==> src/rtl/pwb_pkg.sv <==
package pwb_pkg;

  typedef enum logic [1:0] {ST_IDLE, ST_GAP, ST_BEAT} bstate_t;

  // width code to bytes per beat
  function automatic logic [2:0] width_bytes(input logic [1:0] code);
    case (code)
      2'd0:    return 3'd1;
      2'd1:    return 3'd2;
      default: return 3'd4;
    endcase
  endfunction

  // word offsets covered by a beat at offset off on a port of wb bytes
  function automatic logic [3:0] beat_span(input logic [1:0] off, input logic [2:0] wb);
    logic [3:0] s;
    for (int k = 0; k < 4; k++)
      s[k] = (k >= int'(off)) && (k < int'(off) + int'(wb));
    return s;
  endfunction

  // bus lane carrying word offset k
  function automatic logic [1:0] lane_of(input logic [1:0] k, input logic [2:0] wb,
                                         input logic big);
    logic [1:0] msk;
    logic [1:0] o;
    msk = wb[1:0] - 2'd1;
    o   = k & msk;
    return big ? (msk - o) : o;
  endfunction

  // word byte position of word offset k
  function automatic logic [1:0] pos_of(input logic [1:0] k, input logic big);
    return big ? ~k : k;
  endfunction

  // first beat offset >= start covering an enabled byte: {found, offset}
  function automatic logic [2:0] seek_beat(input logic [3:0] be, input logic [2:0] start,
                                           input logic [2:0] wb);
    logic [2:0] r;
    r = 3'b000;
    for (int j = 0; j < 4; j++) begin
      int c;
      c = int'(start) + j * int'(wb);
      if (!r[2] && c < 4)
        if ((be & beat_span(2'(c), wb)) != 4'b0)
          r = {1'b1, 2'(c)};
    end
    return r;
  endfunction

endpackage

==> src/rtl/pwb_region_dec.sv <==
module pwb_region_dec #(
  parameter int NREG   = 4,
  parameter int TAG_W  = 4,
  parameter int WAIT_W = 3,
  localparam int IDX_W = $clog2(NREG + 1)
) (
  input  logic [TAG_W-1:0]       addr_tag,
  input  logic [NREG*TAG_W-1:0]  cfg_tag,
  input  logic [NREG*2-1:0]      cfg_width,
  input  logic [NREG*WAIT_W-1:0] cfg_wait,
  output logic [IDX_W-1:0]       hit_idx,
  output logic [1:0]             hit_wcode,
  output logic [WAIT_W-1:0]      hit_wait
);
  logic [NREG-1:0] hit;

  for (genvar i = 0; i < NREG; i++) begin : g_match
    assign hit[i] = (cfg_tag[i*TAG_W +: TAG_W] == addr_tag);
  end

  always_comb begin
    hit_idx   = IDX_W'(NREG);
    hit_wcode = 2'd2;
    hit_wait  = '0;
    for (int i = NREG - 1; i >= 0; i--) begin
      if (hit[i]) begin
        hit_idx   = IDX_W'(i);
        hit_wcode = cfg_width[i*2 +: 2];
        hit_wait  = cfg_wait[i*WAIT_W +: WAIT_W];
      end
    end
  end
endmodule

==> src/rtl/pwb_beat_seq.sv <==
module pwb_beat_seq
  import pwb_pkg::*;
#(
  parameter int ADDR_W      = 32,
  parameter int WAIT_W      = 3,
  parameter int TURN_W      = 4,
  parameter int BURST_WORDS = 4,
  parameter int IDX_W       = 3,
  localparam int WIDX_W     = (BURST_WORDS > 1) ? $clog2(BURST_WORDS) : 1
) (
  input  logic              clk,
  input  logic              rst_n,
  input  logic              req_valid,
  input  logic              req_write,
  input  logic              req_burst,
  input  logic [ADDR_W-1:0] req_addr,
  input  logic [3:0]        req_be,
  input  logic [IDX_W-1:0]  dec_idx,
  input  logic [1:0]        dec_wcode,
  input  logic [WAIT_W-1:0] dec_wait,
  input  logic [TURN_W-1:0] cfg_turn,
  output logic              req_ready,
  output logic              accept,
  output logic              in_gap,
  output logic              in_beat,
  output logic              beat_end,
  output logic              word_end,
  output logic              txn_done,
  output logic              cur_write,
  output logic [ADDR_W-1:0] cur_addr,
  output logic [1:0]        cur_off,
  output logic [2:0]        cur_wb,
  output logic [3:0]        cur_be
);
  bstate_t           st;
  logic [ADDR_W-1:0] t_base;
  logic              t_burst;
  logic [WAIT_W-1:0] t_wait;
  logic [WAIT_W-1:0] wcnt;
  logic [TURN_W-1:0] gcnt;
  logic [WIDX_W-1:0] widx;
  logic              prev_rd;
  logic [IDX_W-1:0]  prev_idx;

  logic              wr_eff;
  logic [3:0]        be_in;
  logic [2:0]        wb_in;
  logic [2:0]        first;
  logic [2:0]        nxt;
  logic              need_gap;
  logic              last_word;

  assign wr_eff    = req_write && !req_burst;
  assign be_in     = req_burst ? 4'hF : req_be;
  assign wb_in     = width_bytes(dec_wcode);
  assign first     = seek_beat(be_in, 3'd0, wb_in);
  assign need_gap  = prev_rd && (wr_eff || dec_idx != prev_idx) && (cfg_turn != '0);

  assign req_ready = (st == ST_IDLE);
  assign accept    = req_ready && req_valid;
  assign in_gap    = (st == ST_GAP);
  assign in_beat   = (st == ST_BEAT);
  assign beat_end  = in_beat && (wcnt == t_wait);
  assign nxt       = seek_beat(cur_be, {1'b0, cur_off} + cur_wb, cur_wb);
  assign word_end  = beat_end && !nxt[2];
  assign last_word = !t_burst || (widx == WIDX_W'(BURST_WORDS - 1));
  assign txn_done  = word_end && last_word;
  assign cur_addr  = t_base + (ADDR_W'(widx) << 2) + ADDR_W'(cur_off);

  always_ff @(posedge clk or negedge rst_n) begin
    if (!rst_n) begin
      st        <= ST_IDLE;
      t_base    <= '0;
      t_burst   <= 1'b0;
      t_wait    <= '0;
      wcnt      <= '0;
      gcnt      <= '0;
      widx      <= '0;
      prev_rd   <= 1'b0;
      prev_idx  <= '0;
      cur_write <= 1'b0;
      cur_off   <= '0;
      cur_wb    <= 3'd4;
      cur_be    <= '0;
    end else begin
      case (st)
        ST_IDLE: if (accept) begin
          t_base    <= req_addr & ~ADDR_W'(3);
          t_burst   <= req_burst;
          t_wait    <= dec_wait;
          cur_write <= wr_eff;
          cur_wb    <= wb_in;
          cur_be    <= be_in;
          cur_off   <= first[1:0];
          wcnt      <= '0;
          widx      <= '0;
          gcnt      <= cfg_turn;
          prev_rd   <= !wr_eff;
          prev_idx  <= dec_idx;
          st        <= need_gap ? ST_GAP : ST_BEAT;
        end
        ST_GAP: begin
          if (gcnt <= TURN_W'(1)) st <= ST_BEAT;
          else                    gcnt <= gcnt - TURN_W'(1);
        end
        ST_BEAT: begin
          if (beat_end) begin
            wcnt <= '0;
            if (nxt[2]) cur_off <= nxt[1:0];
            else if (last_word) st <= ST_IDLE;
            else begin
              widx    <= widx + WIDX_W'(1);
              cur_off <= 2'd0;
            end
          end else begin
            wcnt <= wcnt + WAIT_W'(1);
          end
        end
        default: st <= ST_IDLE;
      endcase
    end
  end
endmodule

==> src/rtl/pwb_lane_steer.sv <==
module pwb_lane_steer
  import pwb_pkg::*;
#(
  parameter int DATA_W = 32,
  localparam int LANES = DATA_W / 8
) (
  input  logic [1:0]        off,
  input  logic [2:0]        wb,
  input  logic [LANES-1:0]  be,
  input  logic              big,
  input  logic [DATA_W-1:0] wdata,
  input  logic [DATA_W-1:0] rdata,
  input  logic [DATA_W-1:0] acc,
  output logic [LANES-1:0]  lane_be,
  output logic [DATA_W-1:0] lane_wdata,
  output logic [DATA_W-1:0] acc_next
);
  logic [3:0]       span;
  logic [LANES-1:0] take;
  logic [1:0]       lane [LANES];
  logic [1:0]       pos  [LANES];

  assign span = beat_span(off, wb);

  for (genvar k = 0; k < LANES; k++) begin : g_byte
    assign take[k] = span[k] && be[k];
    assign lane[k] = lane_of(2'(k), wb, big);
    assign pos[k]  = pos_of(2'(k), big);
  end

  always_comb begin
    lane_be    = '0;
    lane_wdata = '0;
    acc_next   = acc;
    for (int k = 0; k < LANES; k++) begin
      if (take[k]) begin
        lane_be[lane[k]]             = 1'b1;
        lane_wdata[lane[k]*8 +: 8]   = wdata[pos[k]*8 +: 8];
        acc_next[pos[k]*8 +: 8]      = rdata[lane[k]*8 +: 8];
      end
    end
  end
endmodule

==> src/rtl/pwbus_bridge.sv <==
module pwbus_bridge
  import pwb_pkg::*;
#(
  parameter int ADDR_W      = 32,
  parameter int DATA_W      = 32,
  parameter int NREG        = 4,
  parameter int TAG_W       = 4,
  parameter int WAIT_W      = 3,
  parameter int TURN_W      = 4,
  parameter int BURST_WORDS = 4,
  localparam int LANES      = DATA_W / 8,
  localparam int IDX_W      = $clog2(NREG + 1)
) (
  input  logic                   clk,
  input  logic                   rst_n,
  input  logic                   req_valid,
  output logic                   req_ready,
  input  logic                   req_write,
  input  logic                   req_burst,
  input  logic [ADDR_W-1:0]      req_addr,
  input  logic [LANES-1:0]       req_be,
  input  logic [DATA_W-1:0]      req_wdata,
  output logic                   rsp_valid,
  output logic [DATA_W-1:0]      rsp_rdata,
  input  logic [NREG*TAG_W-1:0]  cfg_tag,
  input  logic [NREG*2-1:0]      cfg_width,
  input  logic [NREG*WAIT_W-1:0] cfg_wait,
  input  logic [TURN_W-1:0]      cfg_turn,
  input  logic                   cfg_bigend,
  output logic                   bus_valid,
  output logic                   bus_write,
  output logic [ADDR_W-1:0]      bus_addr,
  output logic [LANES-1:0]       bus_be,
  output logic [DATA_W-1:0]      bus_wdata,
  input  logic [DATA_W-1:0]      bus_rdata
);
  logic [IDX_W-1:0]  dec_idx;
  logic [1:0]        dec_wcode;
  logic [WAIT_W-1:0] dec_wait;
  logic              accept, in_gap, in_beat, beat_end, word_end, txn_done, cur_write;
  logic [ADDR_W-1:0] cur_addr;
  logic [1:0]        cur_off;
  logic [2:0]        cur_wb;
  logic [3:0]        cur_be;
  logic [DATA_W-1:0] t_wdata, acc, acc_next, lane_wdata;
  logic [LANES-1:0]  lane_be;

  pwb_region_dec #(.NREG(NREG), .TAG_W(TAG_W), .WAIT_W(WAIT_W)) u_dec (
    .addr_tag (req_addr[ADDR_W-1 -: TAG_W]),
    .cfg_tag  (cfg_tag),
    .cfg_width(cfg_width),
    .cfg_wait (cfg_wait),
    .hit_idx  (dec_idx),
    .hit_wcode(dec_wcode),
    .hit_wait (dec_wait)
  );

  pwb_beat_seq #(.ADDR_W(ADDR_W), .WAIT_W(WAIT_W), .TURN_W(TURN_W),
                 .BURST_WORDS(BURST_WORDS), .IDX_W(IDX_W)) u_seq (
    .clk(clk), .rst_n(rst_n),
    .req_valid(req_valid), .req_write(req_write), .req_burst(req_burst),
    .req_addr(req_addr), .req_be(req_be),
    .dec_idx(dec_idx), .dec_wcode(dec_wcode), .dec_wait(dec_wait), .cfg_turn(cfg_turn),
    .req_ready(req_ready), .accept(accept), .in_gap(in_gap), .in_beat(in_beat),
    .beat_end(beat_end), .word_end(word_end), .txn_done(txn_done),
    .cur_write(cur_write), .cur_addr(cur_addr), .cur_off(cur_off),
    .cur_wb(cur_wb), .cur_be(cur_be)
  );

  pwb_lane_steer #(.DATA_W(DATA_W)) u_steer (
    .off(cur_off), .wb(cur_wb), .be(cur_be), .big(cfg_bigend),
    .wdata(t_wdata), .rdata(bus_rdata), .acc(acc),
    .lane_be(lane_be), .lane_wdata(lane_wdata), .acc_next(acc_next)
  );

  assign bus_valid = in_beat;
  assign bus_write = in_beat && cur_write;
  assign bus_addr  = in_beat ? cur_addr : '0;
  assign bus_be    = in_beat ? lane_be : '0;
  assign bus_wdata = (in_beat && cur_write) ? lane_wdata : '0;

  always_ff @(posedge clk or negedge rst_n) begin
    if (!rst_n) begin
      t_wdata   <= '0;
      acc       <= '0;
      rsp_valid <= 1'b0;
      rsp_rdata <= '0;
    end else begin
      if (accept) t_wdata <= req_wdata;
      rsp_valid <= word_end;
      if (word_end) begin
        rsp_rdata <= cur_write ? '0 : acc_next;
        acc       <= '0;
      end else if (beat_end) begin
        acc <= acc_next;
      end
    end
  end
endmodule

==> config.mk <==
export PLATFORM = sky130hd
export DESIGN_NAME = pwbus_bridge
export DESIGN_NICKNAME = d
export VERILOG_FILES = /design/src/rtl/pwb_pkg.sv /design/src/rtl/pwb_region_dec.sv /design/src/rtl/pwb_beat_seq.sv /design/src/rtl/pwb_lane_steer.sv /design/src/rtl/pwbus_bridge.sv
export SDC_FILE = /design/constraint.sdc
export NUM_CORES = 1
export LEC_CHECK = 0
export BUFFER_PORTS_ARGS = -buffer_cell sky130_fd_sc_hd__buf_4
export CAP_MARGIN = 20
export CORE_MARGIN = 2
export CORE_UTILIZATION = 50
export CTS_CLUSTER_SIZE = 8
export DETAILED_ROUTE_END_ITERATION = 6
export PLACE_DENSITY = 0.76
export RECOVER_POWER = 100
export SYNTH_ARGS = -nofsm -noshare
export SYNTH_HDL_FRONTEND = slang
export SYNTH_SLANG_ARGS = --single-unit
==> constraint.sdc <==
create_clock -name clk -period 7.7 [get_ports clk]
set_input_delay 0.77 -clock clk [delete_from_list [all_inputs] [get_ports clk]]
set_output_delay 0.77 -clock clk [all_outputs]
set_load 0.01 [all_outputs]
==> impl_metrics.ini <==
[yosys]
syn_nets = 1577
synth_area_sq_um = 11400
syn_avg_cell_area_sq_um = 8.23
async_reset_ff_share_pct = 100
ys.flop_type = dfrtp_1
ys_seq_area_share_pct = 34.2
yosys_warnings = 0
synth_cells = 1388
synth-seq-cells = 156
synth_enable_flop_cells = 0
ys_types = 91

[timing]
setup-violations-final = 0
skew_ns = 0.0138
tightest_slew_ns = 5.45
rsz0062_at_grt = false
min_period_ns = 6.23
report.final.slew_viol_count = 288
fin_setup_tns_ns = 0
max_freq_ghz = 0.160
hold_viol = 0
post-route-period-util_pct = 81.0
relSlewSlack_pct = -263

[pwr]
ir_drop_uv = 276
p_per_area_nw_per_um2 = 409
power.leakage_uw = 0.00612

[die]
start_util_pct = 50.7
die_w_um = 155
rows = 55
ios = 250
die_area_sq_um = 24100
die_h_um = 155
coreArea_sq_um = 22500

[setup_path]
endpoint_kind = output port
crit_fanout = 53
critPathSlowestCell = nor2_1
r2r-start = u_seq.cur_wb[0]
rrSetupSlack_ns = 1.68
path_cells = buf_4, inv_1, nor2_1, inv_1, ha_1, nand2b_2, or3b_1, a21oi_1, and2_0, buf_4
arrival_ns = 5.46
crit_required_ns = 6.93
reg2reg_to = rsp_rdata[5]
cp_slowest_stage_delay_ns = 0.91
critPathKind = in2out
reg2regPathDepth = 13
start_kind = input port

[routing]
wl_per_cell_um = 18.9
final_antenna_net_count = 0
drt_iter0_drc = 736
drt-pass1-iter-count = 7
num_vias = 11300
wl_um = 35500
drc = 0
vias_per_cell = 6.02

[clock_network]
cts_tree = built
clockBufferDepth = 2
clk_latency_ns = 0.43
cts_resized = 0
cts_buffers = 17
path_clk_slew_ns = 0.07
cts_setup_buffers = 0
ctsHoldBuffers = 0
clock-sinks = 156
htree_levels = 4
cts-root-buf = clkbuf_16

[min_path]
hold_class = reg2reg
holdCritStartpoint = rsp_rdata[26]
worstHoldEndpoint = rsp_rdata[26]
holdPathStages = 2

[placement]
dpl.cell_count = 1846
port_buffers = 247
gp_congestion = 0.920
dpl.hpwl_um = 25700

[grt]
grt.total_usage_pct = 29.4
antenna_found_initial = 0
grt_pass1_wl_um = 56900
grt_pass1_vias = 11000
grt_overflow = 0
grt_max_degree = 103

[layout]
drive_gt1_share_pct = 15.7
syn_to_final_growth_pct = 18.3
layoutNonFillerInstCount = 1880
diodes = 0
nNetsFinal = 1771

[outcome]
violations = max-capacitance violations, max-slew violations
status = finished, violations left

[job]
cap_violations = 4
==> sequential cells by signal, indices dropped and copies added (netlist names) <==
name,count
u_seq.wcnt,3
u_seq.prev_rd,1
t_wdata,32
u_seq.st,2
u_seq.cur_off,2
u_seq.t_base,30
u_seq.gcnt,4
u_seq.t_wait,3
u_seq.prev_idx,3
u_seq.cur_write,1
rsp_rdata,32
acc,32
u_seq.widx,2
rsp_valid,1
u_seq.cur_wb,3
u_seq.t_burst,1
u_seq.cur_be,4
==> through the flow <==
step | setup slack (ns) | total power [uW] | util, % | instance area, sq um | hold WS (ns)
global placement | 2.18 | 4650 | 59.1 | 13300 | 0.461
floorplan | 3.62 | 3810 | - | 11400 | 0.448
finish | 1.47 | 5520 | 60.0 | 13500 | 0.477
detailed placement | 2.08 | 4730 | 59.1 | 13300 | 0.467
CTS | 1.95 | 5630 | 61.7 | 13900 | 0.483
global route | 1.06 | 5940 | 60.0 | 13500 | 0.501
==> cell usage after synthesis (4+ instances only) <==
library cell / count / area, sq um
and2_1: 18 / 113
o221ai_1: 4 / 35.0
or3_1: 5 / 31.3
xor2_1: 29 / 254
nand2_1: 344 / 1290
nor2_1: 117 / 439
mux2i_1: 46 / 460
o22ai_1: 6 / 37.5
nand3_1: 30 / 150
a211o_1: 7 / 61.3
a21o_1: 7 / 52.6
o21ai_0: 77 / 385
inv_2: 4 / 15.0
nand4_1: 11 / 68.8
a211oi_1: 19 / 143
dfrtp_1: 155 / 3880
a31oi_1: 11 / 68.8
o211ai_1: 20 / 150
and4_1: 4 / 35.0
a22oi_1: 6 / 45.0
nor3b_1: 6 / 45.0
o31ai_1: 16 / 120
buf_2: 22 / 110
ha_1: 34 / 425
o32ai_1: 4 / 35.0
nor3_1: 15 / 75.1
fa_1: 9 / 180
inv_1: 25 / 93.8
a222oi_1: 8 / 80.1
clkbuf_1: 41 / 154
mux2_2: 18 / 203
and3_1: 11 / 68.8
a22o_1: 42 / 368
nand2b_1: 13 / 81.3
buf_6: 9 / 101
xnor2_1: 18 / 158
a221oi_1: 21 / 184
a21oi_1: 58 / 290
nor2b_1: 14 / 87.6
buf_1: 9 / 33.8
==> where the power goes <==
part / switching [uW] / leakage (uW) / internal (uW)
clock network: 359 / 0.000290 / 514
registers: 395 / 0.00200 / 1170
logic: 1980 / 0.00383 / 1100
total: 2740 / 0.00612 / 2780
==> cell type report <==
class,instances,area [sq um]
fillers,2093,9000
multi-input cells,1119,6930
clock buffers,20,437
well taps,285,357
repair buffers,258,1600
flip-flops and latches,156,3910
inverters,30,113
clock inverters,12,160
==> worst max-delay path by stage <==
| stage | from | slack, ns | cells after the start | end |
|---|---|---|---|---|
| floorplan | u_seq.cur_wb[0] | 3.62 | 13 | rsp_rdata[18] |
| CTS | u_seq.cur_wb[1] | 1.95 | 8 | bus_wdata[26] |
| global placement | cfg_bigend | 2.18 | 10 | bus_wdata[26] |
| global route | rst_n | 1.06 | 1 | t_wdata[20] |
| finish | cfg_bigend | 1.47 | 10 | bus_wdata[26] |
| detailed placement | cfg_bigend | 2.08 | 10 | bus_wdata[26] |
==> placed cells by master, fill, tap and decap left out, types with 7 or more instances in the layout <==
cell,synthesis,routed
a21o_1,7,7
mux2_2,18,18
o211ai_1,20,20
a221oi_1,21,22
inv_1,25,26
a22o_1,42,42
o21ai_0,77,77
mux2i_1,46,46
nor2b_1,14,14
a211oi_1,19,19
dfrtp_1,155,155
a222oi_1,8,8
fa_1,9,9
buf_4,2,169
nor3_1,15,17
a31oi_1,11,11
ha_1,34,34
clkbuf_1,41,92
nand4_1,11,11
nor2_1,117,118
o31ai_1,16,16
nand2_1,344,344
a21oi_1,58,61
and3_1,11,12
nand3_1,30,32
nand2b_1,13,12
and2_1,18,7
xor2_1,29,29
clkbuf_16,0,17
and2_0,0,10
a211o_1,7,7
xnor2_1,18,18
==> logic make-up (layout without fill, tap and decap cells) <==
kind of cell / after synthesis / after routing / share of synthesized area [%]
AND/OR/NAND/NOR: 618 / 618 / 24.5
AO/OA/AOI/OAI: 346 / 346 / 21.8
flip-flops: 156 / 156 / 34.2
buffers and inverters: 113 / 320 / 4.61
multiplexers: 65 / 65 / 6.01
XOR/XNOR: 47 / 47 / 3.61
adder cells (fa/ha/maj): 43 / 43 / 5.30
==> worst max-delay path, delay by kind of cell <==
family | cells | cell delay (ns)
AOI/OAI and AO/OA | 1 | 0.58
adders and majority gates | 1 | 0.46
buffers and inverters | 4 | 1.85
and+or+nand+nor | 4 | 1.75
==> routing by layer <==
layer	GRT usage [%]	vias to the layer above	routed length [um]
met3	6.74	78	3050
met2	48.3	522	16700
met4	11.9	0	1130
met1	37.7	5410	14600
met5	0	-	0
li1	-	5312	-
No activity file was read; power rests on OpenSTA's default activity.
